### config.mk
export PLATFORM = sky130hd
export DESIGN_NAME = nc_retry_seq
export DESIGN_NICKNAME = d
export VERILOG_FILES = /design/src/rtl/nc_retry_pkg.sv /design/src/rtl/nc_req_hold.sv /design/src/rtl/nc_sat_cnt.sv /design/src/rtl/nc_seq_fsm.sv /design/src/rtl/nc_retry_seq.sv
export SDC_FILE = /design/constraint.sdc
export NUM_CORES = 1
export LEC_CHECK = 0
export ABC_AREA = 1
export BUFFER_PORTS_ARGS = -buffer_cell sky130_fd_sc_hd__clkbuf_2
export CAP_MARGIN = 20
export CELL_PAD_IN_SITES_DETAIL_PLACEMENT = 2
export CELL_PAD_IN_SITES_GLOBAL_PLACEMENT = 2
export CORE_UTILIZATION = 24
export DETAILED_ROUTE_END_ITERATION = 10
export PLACE_DENSITY_LB_ADDON = 0.1
export SYNTH_ARGS = -nofsm -noshare
export SYNTH_HDL_FRONTEND = slang
export SYNTH_SLANG_ARGS = --single-unit
### constraint.sdc
create_clock -name clk -period 1.6 [get_ports clk]
set_clock_uncertainty 0.1 [all_clocks]
set_input_delay 0.24 -clock clk [delete_from_list [all_inputs] [get_ports clk]]
set_output_delay 0.24 -clock clk [all_outputs]
set_load 0.05 [all_outputs]
### src/rtl/nc_retry_pkg.sv
package nc_retry_pkg;
  typedef enum logic [2:0] {
    ST_IDLE,
    ST_ARB,
    ST_C1,
    ST_C2,
    ST_C3,
    ST_C4,
    ST_REL,
    ST_FIN
  } seq_state_t;
endpackage

### src/rtl/nc_req_hold.sv
module nc_req_hold #(
  parameter int ADDR_W = 32,
  parameter int DATA_W = 64
) (
  input  logic              clk,
  input  logic              rst,
  input  logic              load,
  input  logic              in_write,
  input  logic              in_cacheable,
  input  logic [ADDR_W-1:0] in_addr,
  input  logic [DATA_W-1:0] in_wdata,
  output logic              hold_write,
  output logic              hold_cacheable,
  output logic [ADDR_W-1:0] hold_addr,
  output logic [DATA_W-1:0] hold_wdata
);
  always_ff @(posedge clk) begin
    if (rst) begin
      hold_write     <= 1'b0;
      hold_cacheable <= 1'b0;
      hold_addr      <= '0;
      hold_wdata     <= '0;
    end else if (load) begin
      hold_write     <= in_write;
      hold_cacheable <= in_cacheable;
      hold_addr      <= in_addr;
      hold_wdata     <= in_wdata;
    end
  end
endmodule

### src/rtl/nc_sat_cnt.sv
module nc_sat_cnt #(
  parameter int W = 4
) (
  input  logic         clk,
  input  logic         rst,
  input  logic         clr,
  input  logic         inc,
  output logic [W-1:0] cnt
);
  localparam logic [W-1:0] CNT_MAX = {W{1'b1}};

  always_ff @(posedge clk) begin
    if (rst || clr) begin
      cnt <= '0;
    end else if (inc && (cnt != CNT_MAX)) begin
      cnt <= cnt + 1'b1;
    end
  end
endmodule

### src/rtl/nc_seq_fsm.sv
module nc_seq_fsm
  import nc_retry_pkg::*;
(
  input  logic clk,
  input  logic rst,
  input  logic req_valid,
  input  logic cacheable,
  input  logic bus_gnt,
  input  logic bus_retry,
  input  logic bus_ack,
  output logic load,
  output logic cnt_inc,
  output logic capture,
  output logic req_ready,
  output logic bus_req,
  output logic bus_cyc,
  output logic done,
  output logic err
);
  seq_state_t state, nxt;
  logic       nxt_err;

  always_comb begin
    nxt     = state;
    nxt_err = 1'b0;
    load    = 1'b0;
    cnt_inc = 1'b0;
    capture = 1'b0;
    case (state)
      ST_IDLE: if (req_valid) begin nxt = ST_ARB; load = 1'b1; end
      ST_ARB:  if (bus_gnt) nxt = ST_C1;
      ST_C1:   nxt = ST_C2;
      ST_C2:   nxt = ST_C3;
      ST_C3: begin
        if (bus_retry) begin
          if (cacheable) begin
            nxt     = ST_FIN;
            nxt_err = 1'b1;
          end else begin
            nxt     = ST_REL;
            cnt_inc = 1'b1;
          end
        end else begin
          nxt = ST_C4;
        end
      end
      ST_C4: begin
        nxt = ST_FIN;
        if (bus_ack) capture = 1'b1;
        else         nxt_err = 1'b1;
      end
      ST_REL:  nxt = ST_ARB;
      ST_FIN:  nxt = ST_IDLE;
      default: nxt = ST_IDLE;
    endcase
  end

  always_ff @(posedge clk) begin
    if (rst) begin
      state     <= ST_IDLE;
      req_ready <= 1'b1;
      bus_req   <= 1'b0;
      bus_cyc   <= 1'b0;
      done      <= 1'b0;
      err       <= 1'b0;
    end else begin
      state     <= nxt;
      req_ready <= (nxt == ST_IDLE);
      bus_req   <= (nxt inside {ST_ARB, ST_C1, ST_C2, ST_C3, ST_C4});
      bus_cyc   <= (nxt inside {ST_C1, ST_C2, ST_C3, ST_C4});
      done      <= (nxt == ST_FIN);
      err       <= (nxt == ST_FIN) && nxt_err;
    end
  end
endmodule

### src/rtl/nc_retry_seq.sv
module nc_retry_seq #(
  parameter int ADDR_W = 32,
  parameter int DATA_W = 64,
  parameter int CNT_W  = 4
) (
  input  logic              clk,
  input  logic              rst,
  input  logic              req_valid,
  output logic              req_ready,
  input  logic              req_write,
  input  logic              req_cacheable,
  input  logic [ADDR_W-1:0] req_addr,
  input  logic [DATA_W-1:0] req_wdata,
  output logic              done,
  output logic              err,
  output logic [DATA_W-1:0] rdata,
  output logic [CNT_W-1:0]  retry_cnt,
  output logic              bus_req,
  input  logic              bus_gnt,
  output logic              bus_cyc,
  output logic              bus_write,
  output logic [ADDR_W-1:0] bus_addr,
  output logic [DATA_W-1:0] bus_wdata,
  input  logic [DATA_W-1:0] bus_rdata,
  input  logic              bus_retry,
  input  logic              bus_ack
);
  logic load, cnt_inc, capture, held_cacheable;

  nc_seq_fsm u_fsm (
    .clk       (clk),
    .rst       (rst),
    .req_valid (req_valid),
    .cacheable (held_cacheable),
    .bus_gnt   (bus_gnt),
    .bus_retry (bus_retry),
    .bus_ack   (bus_ack),
    .load      (load),
    .cnt_inc   (cnt_inc),
    .capture   (capture),
    .req_ready (req_ready),
    .bus_req   (bus_req),
    .bus_cyc   (bus_cyc),
    .done      (done),
    .err       (err)
  );

  nc_req_hold #(.ADDR_W(ADDR_W), .DATA_W(DATA_W)) u_hold (
    .clk            (clk),
    .rst            (rst),
    .load           (load),
    .in_write       (req_write),
    .in_cacheable   (req_cacheable),
    .in_addr        (req_addr),
    .in_wdata       (req_wdata),
    .hold_write     (bus_write),
    .hold_cacheable (held_cacheable),
    .hold_addr      (bus_addr),
    .hold_wdata     (bus_wdata)
  );

  nc_sat_cnt #(.W(CNT_W)) u_cnt (
    .clk (clk),
    .rst (rst),
    .clr (load),
    .inc (cnt_inc),
    .cnt (retry_cnt)
  );

  always_ff @(posedge clk) begin
    if (rst) begin
      rdata <= '0;
    end else if (capture && !bus_write) begin
      rdata <= bus_rdata;
    end
  end
endmodule

## Yosys cells after proc, flatten, opt, wreduce, memory -nomap -nowiden

Cells that the tools add are included.
Widths: inputs -> output; s select.

- Register bits after elaboration: 174
- Output and inout port bits: 170
- Word-level logic and storage cells: 52

- Add/sub/neg operators: 1
- Equal/unequal tests: 14
- Mux-type cells: 16
- Reductions and logical operators: 9

Operators by type and width:

| kind | count |
|---|---|
| $pmux 3 s8 | 1 |
| $eq 3x3->1 const B | 7 |
| $eq 3x2->1 const B | 4 |
| $mux 1 | 11 |
| $eq 3x1->1 const B | 2 |
| $logic_not 3->1 | 2 |
| $mux 3 | 2 |
| $reduce_bool 5->1 | 1 |
| $add 4x1->4 const B | 1 |
| $ne 4x4->1 const B | 1 |
| $reduce_bool 4->1 | 1 |
| $logic_and 1x1->1 | 3 |
| $mux 2 | 1 |
| $pmux 1 s2 | 1 |
| $logic_not 1->1 | 1 |
| $logic_or 1x1->1 | 1 |

## Depth between registers and ports, before layout

Gate-level depths: netlist of the first run.

- Word-level depth: 5
- Gate-level depth with buffers: 9

## Cells and area by module

A second synthesis of the first run with hierarchy kept.

- Cells, all modules: 1125
- Area, all modules: 7385.8 µm²

By module, submodules not included:

| module | instances | cells an instance | area each (µm²) | sequential area each (µm²) |
|---|---|---|---|---|
| nc_req_hold | 1 | 621 | 4043.9 | 1961.9 |
| nc_retry_seq | 1 | 413 | 2740.1 | 1281.2 |
| nc_seq_fsm | 1 | 60 | 382.9 | 160.2 |
| nc_sat_cnt | 1 | 31 | 219.0 | 80.1 |

## Worst setup path after synthesis of the first run

No wires, ideal clock.

- Path type: register -> register
- Start: register u_cnt.cnt[0]
- End: register u_cnt.cnt[2]
- Data arrival time: 1412 ps
- Slack: 11 ps
- Cell stages (with the launch flop): 8
- Buffers on the path: 0
- Path through: dfxtp_1 > ha_1 > nand3_1 > nand2_1 > nor2_2 > inv_1 > nor2_1 > nor3_1

- Cells in the longest elaborated chain, start to end: 2
- Elaborated cells on any way between the ends: 3

Ends and longest elaborated chain:

| item | RTL line | source |
|---|---|---|
| start, declared | nc_sat_cnt.sv:8 | `output logic [W-1:0] cnt` |
| start signal, assigned | nc_sat_cnt.sv:16 | `cnt <= cnt + 1'b1;` |
| parallel branches: the longest is 2 deep, another holds $add 4x1->4 | n/a |  |

Parallel ways; which one is timed is not known.
A chain may end at the register's enable or synchronous reset.

## Final worst setup path of the first run

- Start: register u_cnt.cnt[2]
- End: output retry_cnt[2]

RTL lines:

| item | RTL line | source |
|---|---|---|
| end, declared | nc_retry_seq.sv:17 | `output logic [CNT_W-1:0] retry_cnt,` |

No word-level cell between the ends.

==> results.json, run 1 <==
{
  "leakagePower_nw": 4.70,
  "cp.required_ps": 1260,
  "tightest_slew_ps": 311,
  "dieHeight_um": 165,
  "path_buf_inv": 1,
  "route.detailed.drc": 0,
  "synth-seq-cells": 174,
  "cp_cell_sequence": "clkbuf_2",
  "cts_max_path_buffers": 2,
  "path_clk_slew_ps": 80,
  "num_vias": 6815,
  "path_delay_family": "flip-flops",
  "grt_usage_pct": 17.4,
  "synth_area_um2": 6390,
  "wl_um": 24200,
  "rsz0062_at_grt": "false",
  "grt_first_pass_wirelength_um": 37200,
  "syn_avg_cell_area_um2": 8.22,
  "critPathSlowestCell": "dfxtp_1",
  "htreeDepth": 4,
  "setup_viol": 0,
  "synth_top_area_cell": "dfxtp_1",
  "combPwrFrac_pct": 24.7,
  "ir_worst_vdd_uv": 655,
  "n_fill_cell": 3031,
  "crit_type": "register to primary output",
  "die_x_um": 165,
  "holdWs_ps": 9.31,
  "outcome": "complete, no violations",
  "first_global_vias": 7208,
  "gp_congestion": 0.699,
  "first_iter_violations": 205,
  "fin_crit_sh_pct": 95.0,
  "period_needed_ps": 1520,
  "yosysSeqAreaShare_pct": 54.5,
  "syn_nets": 946,
  "yosysTopAreaCellShare_pct": 54.5,
  "drt-wirelength-per-cell_um": 15.3,
  "cts_buffers": 17,
  "switchingPower_mw": 4.26,
  "clock-root-buffer": "clkbuf_16",
  "postCtsSetupBuffers": 0,
  "internal_power_mw": 7.72,
  "initial_utilization_pct": 24.5,
  "cp-start-kind": "register",
  "grt_overflow_total": 0,
  "dpl.hpwl_um": 16300,
  "pwr-share-clk_pct": 34.6,
  "relSlewSlack_pct": 79.1,
  "vias_per_cell": 4.31,
  "multi_input_area_um2": 2080,
  "cp-end-kind": "primary output",
  "netlist_instances": 777,
  "netlist_top_cells_area": "dfxtp_1 (55%), a21oi_1 (8.2%), nor2_1 (8.0%)",
  "nNetsFinal": 1402,
  "num_rows": 59,
  "final_cell_mix": "clkbuf_2 (337), dfxtp_1 (173), nor2_1 (136), dlygate4sd3_1 (136), a21oi_1 (104)",
  "clkSinkCount": 174,
  "io_buffers": 337,
  "ff_latch_area_um2": 3480,
  "area_growth_pct": 60.6,
  "grt_max_degree": 65,
  "hold_violations": 0,
  "synth_cell_types": 27,
  "switching_share_pct": 35.5,
  "crit_arrival_ps": 1180,
  "final.setup.tns_ps": 0,
  "coreArea_um2": 26100,
  "pwr-share-seq_pct": 40.7,
  "fmax_ghz": 0.658,
  "cts_tree": "done",
  "ios": 338,
  "yosysWarnings": 0,
  "firstDrtPassIters": 6,
  "cellPowerDensity_nw_per_um2": 1170,
  "critPathMaxStageDelay_ps": 430,
  "path_max_fanout": 5,
  "final_common_cell": "clkbuf_2",
  "clk_latency_ps": 420,
  "hp-class": "primary input to register",
  "slew_viol_final": 0,
  "fin_total_pwr_mw": 12.0,
  "antenna_found_initial": 3,
  "dieArea_um2": 27300,
  "drive_above_1_share_pct": 32.0,
  "antenna_left": 0,
  "maxCapViolCount": 0
}
[kinds of logic after synthesis]
logic type	after synthesis	synth area share [%]
buffers and inverters	160	13.0
flip-flops	174	54.5
XOR/XNOR	1	0.137
AO/OA/AOI/OAI	270	21.3
AND/OR/NAND/NOR	171	10.8
adder cells (fa/ha/maj)	1	0.196
[synth_stat cells (all sizes together)]
cell      n
o21ai   164
o22ai     1
nand3    10
and3      1
clkbuf   28
buf      25
nand4     1
ha        1
nor2    139
nand2    19
nor3      1
dfxtp   174
a21oi   104
inv     107
o21a      1
xnor2     1
[metrics by stage]
stage | cell area (µm²) | setup slack (ps) | utilization (%) | std cells
after global placement | 8300 | 73.5 | 31.8 | 1413
final | 10300 | 80.7 | 39.4 | 1583
after floorplan | 6390 | 10.5 | - | 777
after CTS | 10200 | 11.8 | 39.3 | 1581
after detailed placement | 8300 | 4.38 | 31.8 | 1413
after global routing | 10300 | 0.0453 | 39.3 | 1582
[power groups by stage]
stage                     Sequential (mW)  Clock (mW)  Combinational, mW
final                                4.88        4.14               2.95
after global routing                 4.92        4.48               3.19
after CTS                            4.87        4.32               2.98
after detailed placement             4.97           0               2.69
after global placement               4.95           0               2.66
after floorplan                      6.14           0              0.774
[path summary, 6_finish.rpt]
| path | depth (start not counted) | from | slack (ps) | to |
|---|---|---|---|---|
| worst min register to register | 2 | u_hold.hold_wdata[41]$_SDFFE_PP0P_ | 350 | u_hold.hold_wdata[41]$_SDFFE_PP0P_ |
| worst min-delay path | 3 | req_addr[0] | 9 | u_hold.hold_addr[0]$_SDFFE_PP0P_ |
| worst max register to register | 5 | u_fsm.state[0]$_SDFF_PP0_ | 110 | u_hold.hold_wdata[15]$_SDFFE_PP0P_ |
| worst max-delay path | 1 | u_cnt.cnt[2]$_SDFFE_PP0P_ | 80 | retry_cnt[2] |
[registers in the layout, indices dropped and copies added (netlist names)]
name	flops
u_fsm.done	1
rdata	64
u_fsm.bus_cyc	1
u_fsm.bus_req	1
u_fsm.req_ready	1
u_hold.hold_addr	32
u_hold.hold_cacheable	1
u_fsm.state	3
u_hold.hold_write	1
u_hold.hold_wdata	64
u_fsm.err	1
u_cnt.cnt	4
[layout make-up]
type	count	share of cell area [%]
Antenna cell	2	0.0488
Clock buffer	19	4.42
Clock inverter	13	1.22
Inverter	107	3.97
Multi-Input combinational cell	443	20.3
Sequential cell	174	34.0
Tap cell	335	4.09
Timing Repair Buffer	490	32.0
[metal layers]
layer	GRT usage, %	vias to the layer above	wire length [µm]
met2	30.8	205	11900
met5	0	-	17
met3	6.47	22	2110
li1	-	3403	-
met1	19.3	3183	9800
met4	5.30	2	376
[repair_timing]
action,4_1_cts,5_1_grt
hold buffers,136,0
hold endpoints to repair,137,0
resized for setup,1,3
setup endpoints to repair,2,77
Power figures use the tool's default switching activity.
==> inputs of run 2 (changes only) <==
--- a/config.mk
+++ b/config.mk
@@ -10,6 +10,7 @@
 export CAP_MARGIN = 20
 export CELL_PAD_IN_SITES_DETAIL_PLACEMENT = 2
 export CELL_PAD_IN_SITES_GLOBAL_PLACEMENT = 2
+export CORE_ASPECT_RATIO = 1.25
 export CORE_UTILIZATION = 24
 export DETAILED_ROUTE_END_ITERATION = 10
 export PLACE_DENSITY_LB_ADDON = 0.1
==> constraint.sdc (replaced) <==
create_clock -name clk -period 1.6 [get_ports clk]
set_clock_uncertainty 0.1 [all_clocks]
set_input_delay 0.24 -clock clk [delete_from_list [all_inputs] [get_ports clk]]
set_output_delay 0.24 -clock clk [all_outputs]
set_load 0.02 [all_outputs]
==> results.json, run 2 (same netlist as run 1, synthesis figures left out) <==
{
  "outcome": "complete, no violations",
  "whs_endpoint": "rdata[43]$_SDFFE_PP0P_",
  "antenna_found_initial": 1,
  "ff2ff_setup_slack_ps": 110,
  "hold_path.startpoint": "bus_rdata[43]",
  "grt_max_degree": 71,
  "rsz0062_at_grt": "false",
  "cp-start-kind": "register",
  "die_x_um": 148,
  "coreArea_um2": 26100,
  "r2r-start": "u_fsm.state[0]$_SDFF_PP0_",
  "leakagePower_nw": 4.78,
  "worstHoldPathCells": 3,
  "cp.required_ps": 1810,
  "hold_violations": 0,
  "n_fill_cell": 3023,
  "period_needed_ps": 1490,
  "ff_latch_area_um2": 3480,
  "dieHeight_um": 184,
  "utilization_pct": 40.0,
  "grt_usage_pct": 18.7,
  "clock-root-buffer": "clkbuf_16",
  "route.detailed.drc": 0,
  "nNetsFinal": 1419,
  "final_common_cell": "clkbuf_2",
  "postCtsSetupBuffers": 0,
  "firstDrtPassIters": 4,
  "fin_crit_sh_pct": 93.3,
  "ir_worst_vdd_uv": 654,
  "slew_viol_final": 0,
  "cts_buffers": 17,
  "cts_max_path_buffers": 2,
  "tightest_slew_ps": 333,
  "io_buffers": 337,
  "clk_latency_ps": 420,
  "grt_first_pass_wirelength_um": 39700,
  "num_vias": 6978,
  "htreeDepth": 4,
  "crit_type": "register to register",
  "vias_per_cell": 4.34,
  "multi_input_area_um2": 2080,
  "dpl.hpwl_um": 16700,
  "clkSinkCount": 174,
  "relSlewSlack_pct": 77.8,
  "reg_top3": "rdata: 64 flops, u_hold.hold_wdata: 64 flops, u_hold.hold_addr: 32 flops",
  "path_max_fanout": 64,
  "drive_above_1_share_pct": 32.0,
  "area_growth_pct": 63.4,
  "dieArea_um2": 27300,
  "path_clk_slew_ps": 60,
  "maxCapViolCount": 0,
  "gp_congestion": 0.726,
  "first_iter_violations": 182,
  "cellPowerDensity_nw_per_um2": 1090,
  "num_rows": 66,
  "r2r-end": "rdata[25]$_SDFFE_PP0P_",
  "holdWs_ps": 21.8,
  "antenna_left": 0,
  "initial_utilization_pct": 24.5,
  "first_global_vias": 7639,
  "hp-class": "primary input to register",
  "cts_tree": "done",
  "ios": 338,
  "drt-wirelength-per-cell_um": 15.7,
  "worst-r2r-cell-count": 6,
  "grt_overflow_total": 0,
  "final.setup.tns_ps": 0,
  "fmax_ghz": 0.670,
  "final_cell_mix": "clkbuf_2 (337), dfxtp_1 (174), dlygate4sd3_1 (146), nor2_1 (136), a21oi_1 (104)",
  "crit_arrival_ps": 1710,
  "cp-end-kind": "register",
  "setup_viol": 0,
  "wl_um": 25200
}
run 2: changes by cell type in the layout (fill, tap and decap cells not counted), sizes merged, moves of 2 or more:
| cell | previous run | this run |
|---|---|---|
| buf | 17 | 24 |
| clkbuf | 356 | 359 |
| clkinvlp | 0 | 2 |
| dlygate4sd3 | 136 | 146 |
| inv | 115 | 110 |
run 2: worst max path at each step:
| stage | from | to | slack (ps) |
|---|---|---|---|
| floorplan | u_cnt.cnt[0]$_SDFFE_PP0P_ | u_cnt.cnt[2]$_SDFFE_PP0P_ | 220 |
| global placement | u_cnt.cnt[1]$_SDFFE_PP0P_ | u_cnt.cnt[2]$_SDFFE_PP0P_ | 140 |
| detailed placement | u_fsm.state[0]$_SDFF_PP0_ | u_hold.hold_addr[12]$_SDFFE_PP0P_ | 90 |
| CTS | u_fsm.state[0]$_SDFF_PP0_ | u_fsm.bus_req$_SDFF_PP0_ | 80 |
| global route | u_fsm.state[1]$_SDFF_PP0_ | rdata[36]$_SDFFE_PP0P_ | 6 |
| finish | u_fsm.state[0]$_SDFF_PP0_ | rdata[25]$_SDFFE_PP0P_ | 110 |
run 2: cell type report:
cell class | count | share of cell area, %
Sequential cell | 174 | 33.4
Timing Repair Buffer | 507 | 33.0
Multi-Input combinational cell | 443 | 20.0
Clock buffer | 22 | 4.64
Tap cell | 340 | 4.08
Inverter | 107 | 3.90
Clock inverter | 10 | 0.983
Antenna cell | 3 | 0.0720
run 2: stage by stage:
step           total power, mW  setup WS [ps]  instances  area [µm²]
4_1_cts                   11.5           76.8       1603       10400
2_1_floorplan             6.14            217        777        6390
6_report                  11.4            107       1606       10400
5_1_grt                   12.0           6.39       1604       10400
3_3_place_gp              6.92            137       1425        8370
3_5_place_dp              6.98           92.0       1425        8370
run 2: what timing repair did:
item / 4_1_cts / 5_1_grt
endpoints found under the hold margin: 147 / 0
resized for setup: 0 / 4
endpoints found under the setup margin: 0 / 17
hold buffers: 146 / 0
run 2: report_power, final:
| group | internal, mW | total (mW) | switching, mW |
|---|---|---|---|
| sequential | 4.69 | 4.87 | 0.186 |
| clock | 2.33 | 4.18 | 1.84 |
| combinational | 0.956 | 2.31 | 1.35 |
run 2: layer usage:
| metal | vias to the layer above | share of wire (%) | GRT usage (%) |
|---|---|---|---|
| met5 | - | 0 | 0 |
| met1 | 3306 | 39 | 19.6 |
| met3 | 21 | 6.6 | 5.79 |
| met4 | 0 | 1.5 | 6.19 |
| met2 | 213 | 53 | 35.0 |
| li1 | 3438 | - | - |
run 2: critical path, stage by stage (launching register included):
cell and delay [ps]:
dfxtp_1 420, nand2_2 100, nor2_2 90, nand3_2 120, buf_12 230, o21ai_1 210, nor2_1 70
==> inputs of run 3 (changes only) <==
--- a/config.mk
+++ b/config.mk
@@ -5,13 +5,12 @@
 export SDC_FILE = /design/constraint.sdc
 export NUM_CORES = 1
 export LEC_CHECK = 0
-export ABC_AREA = 1
 export BUFFER_PORTS_ARGS = -buffer_cell sky130_fd_sc_hd__clkbuf_2
 export CAP_MARGIN = 20
 export CELL_PAD_IN_SITES_DETAIL_PLACEMENT = 2
 export CELL_PAD_IN_SITES_GLOBAL_PLACEMENT = 2
-export CORE_ASPECT_RATIO = 1.25
-export CORE_UTILIZATION = 24
+export CORE_ASPECT_RATIO = 1.1
+export CORE_UTILIZATION = 25
 export DETAILED_ROUTE_END_ITERATION = 10
 export PLACE_DENSITY_LB_ADDON = 0.1
 export SYNTH_ARGS = -nofsm -noshare
==> constraint.sdc (replaced) <==
create_clock -name clk -period 1.8 [get_ports clk]
set_clock_uncertainty 0.1 [all_clocks]
set_input_delay 0.27 -clock clk [delete_from_list [all_inputs] [get_ports clk]]
set_output_delay 0.27 -clock clk [all_outputs]
set_load 0.02 [all_outputs]
==> results.json, run 3 <==
{
  "outcome": "finished with violations",
  "violations": "design-rule violations",
  "final_cells": 1581,
  "die_x_um": 153,
  "ir_worst_vdd_uv": 555,
  "drt-wirelength-per-cell_um": 17.1,
  "critical_path.startpoint": "u_cnt.cnt[0]$_SDFFE_PP0P_",
  "hold_path.startpoint": "bus_ack",
  "cts_buffers": 17,
  "r2r-start": "u_cnt.cnt[0]$_SDFFE_PP0P_",
  "n_fill_cell": 2818,
  "path_clk_slew_ps": 70,
  "final.setup.tns_ps": 0,
  "postCtsSetupBuffers": 0,
  "yosysSeqAreaShare_pct": 55.8,
  "synth_top_area_cell": "dfxtp_1",
  "dp.cells": 1385,
  "syn_avg_cell_area_um2": 8.11,
  "clkSinkCount": 174,
  "synth-seq-cells": 174,
  "final_common_cell": "clkbuf_2",
  "switching_share_pct": 29.7,
  "switchingPower_mw": 2.80,
  "ys.flop_type": "dfxtp_1",
  "relSlewSlack_pct": 66.2,
  "io_buffers": 337,
  "rsz0062_at_grt": "false",
  "yosysWarnings": 0,
  "route.detailed.drc": 21,
  "coreArea_um2": 24500,
  "cellPowerDensity_nw_per_um2": 902,
  "cp.required_ps": 2050,
  "htreeDepth": 4,
  "slew_viol_final": 0,
  "path_delay_family": "simple AND/OR/NAND/NOR gates",
  "dieHeight_um": 168,
  "nNetsFinal": 1426,
  "synth_cell_types": 31,
  "hp-class": "primary input to register",
  "maxCapViolCount": 0,
  "wl_um": 27100,
  "ys_top_cells_by_count": "nand2_1 (330), dfxtp_1 (174), a21oi_1 (169), clkbuf_1 (23), buf_6 (21)",
  "firstDrtPassIters": 7,
  "period_needed_ps": 1700,
  "cp-end-kind": "register",
  "hold_violations": 0,
  "gp_congestion": 0.709,
  "area_growth_pct": 67.7,
  "pwr-share-seq_pct": 44.1,
  "synthArstFlopShare_pct": 0,
  "synth_most_common_cell": "nand2_1",
  "synth_area_um2": 6240,
  "ios": 338,
  "setup_viol": 0,
  "cp-start-kind": "register",
  "crit_arrival_ps": 1950,
  "fmax_ghz": 0.588,
  "grt_usage_pct": 21.1,
  "critPathMaxStageDelay_ps": 390,
  "clock-root-buffer": "clkbuf_16",
  "yosysTopAreaCellShare_pct": 55.8,
  "drive_above_1_share_pct": 32.0,
  "internal_power_mw": 6.64,
  "num_vias": 7145,
  "grt_max_degree": 65,
  "antenna_left": 0,
  "first_iter_violations": 219,
  "reg_top3": "rdata: 64 flops, u_hold.hold_wdata: 64 flops, u_hold.hold_addr: 32 flops",
  "netlist_top_cells_area": "dfxtp_1 (56%), nand2_1 (20%), a21oi_1 (14%)",
  "grt_first_pass_wirelength_um": 42400,
  "holdWs_ps": 78.6,
  "combPwrFrac_pct": 17.6,
  "utilization_pct": 42.8,
  "crit_type": "register to register",
  "clk_latency_ps": 430,
  "pwr-share-clk_pct": 38.3,
  "syn_nets": 938,
  "final_cell_mix": "clkbuf_2 (336), nand2_1 (329), dfxtp_1 (172), a21oi_1 (169), dlygate4sd3_1 (162)",
  "grt_overflow_total": 0,
  "antenna_found_initial": 1,
  "first_global_vias": 7951,
  "fin_crit_sh_pct": 94.5,
  "path_buf_inv": 0,
  "tightest_slew_ps": 508,
  "dpl.hpwl_um": 16800,
  "initial_utilization_pct": 25.5,
  "num_rows": 60,
  "cp_cell_sequence": "ha_1 > nand3_1 > nand4b_4 > or3_1 > a211oi_2",
  "vias_per_cell": 4.52,
  "cts_tree": "done",
  "netlist_instances": 769,
  "synth_edf_count": 0,
  "cts_max_path_buffers": 2,
  "path_max_fanout": 4,
  "dieArea_um2": 25600,
  "critPathSlowestCell": "or3_1",
  "leakagePower_nw": 4.63
}
run 3: cell count changes in the layout (fill, tap and decap cells not counted), moves of 3 or more:
cell / before / now
o21ai_1: 63 / 0
nor3_1: 1 / 6
nor2_1: 136 / 4
o21ai_0: 99 / 4
nand2_1: 18 / 329
dlygate4sd3_1: 146 / 162
clkbuf_8: 4 / 1
buf_4: 15 / 18
a21oi_1: 104 / 169
inv_1: 103 / 1
nand3_1: 8 / 3
inv_8: 0 / 3
run 3: timing repair:
action                     CTS  global route
setup endpoints to repair    0            39
hold buffers               162             0
hold endpoints to repair   162             0
resized for setup            0             5
run 3: final cells by class:
class,count,area (µm²),area share (%)
multi-input cells,538,2390,22.9
clock buffers,19,443,4.23
inverters,1,3.75,0.0359
flip-flops and latches,174,3490,33.3
repair buffers,525,3620,34.6
well taps,310,388,3.71
clock inverters,13,125,1.20
diodes,1,2.50,0.0239
run 3: logic make-up (layout without fill, tap and decap cells):
family / after synthesis / after routing / synth area share [%]
AND/OR/NAND/NOR: 360 / 360 / 23.2
AO/OA/AOI/OAI: 174 / 174 / 14.1
flip-flops: 174 / 174 / 55.8
buffers and inverters: 57 / 558 / 6.18
multiplexers: 2 / 2 / 0.341
adder cells (fa/ha/maj): 1 / 1 / 0.201
XOR/XNOR: 1 / 1 / 0.140
other: 0 / 1 / 0
run 3: stage by stage:
step,setup slack [ps],power (mW),instance area [µm²]
after floorplan,185,4.99,6240
after global placement,74.4,5.57,8230
after detailed placement,71.9,5.60,8230
after CTS,45.2,9.57,10400
after global routing,10.7,9.90,10500
final,98.8,9.44,10500
run 3: path summary, 6_finish.rpt:
path,to,slack [ps],cells past startpoint
setup / recovery,u_cnt.cnt[3]$_SDFFE_PP0P_,100,5
hold / removal,u_fsm.err$_SDFF_PP0_,80,3
setup reg to reg,u_cnt.cnt[3]$_SDFFE_PP0P_,100,5
hold reg to reg,u_hold.hold_wdata[62]$_SDFFE_PP0P_,360,2
run 3: worst min-delay path: stages:
cell	delay [ps]
clkbuf_2	100
mux2_2	150
nor3_1	40
run 3: power groups by stage:
stage	clock [mW]	sequential (mW)	combinational [mW]
2_1_floorplan	0	4.46	0.530
3_3_place_gp	0	4.23	1.34
3_5_place_dp	0	4.24	1.36
4_1_cts	3.76	4.15	1.66
5_1_grt	3.91	4.18	1.81
6_report	3.62	4.16	1.66
run 3: metal layers:
metal / vias to the layer above / global-route usage (%) / part of all wire, %
met5: - / 0 / 0
met4: 0 / 9.35 / 3.4
met3: 56 / 5.33 / 5.5
met2: 224 / 38.4 / 52
met1: 3407 / 22.9 / 39
li1: 3458 / - / -
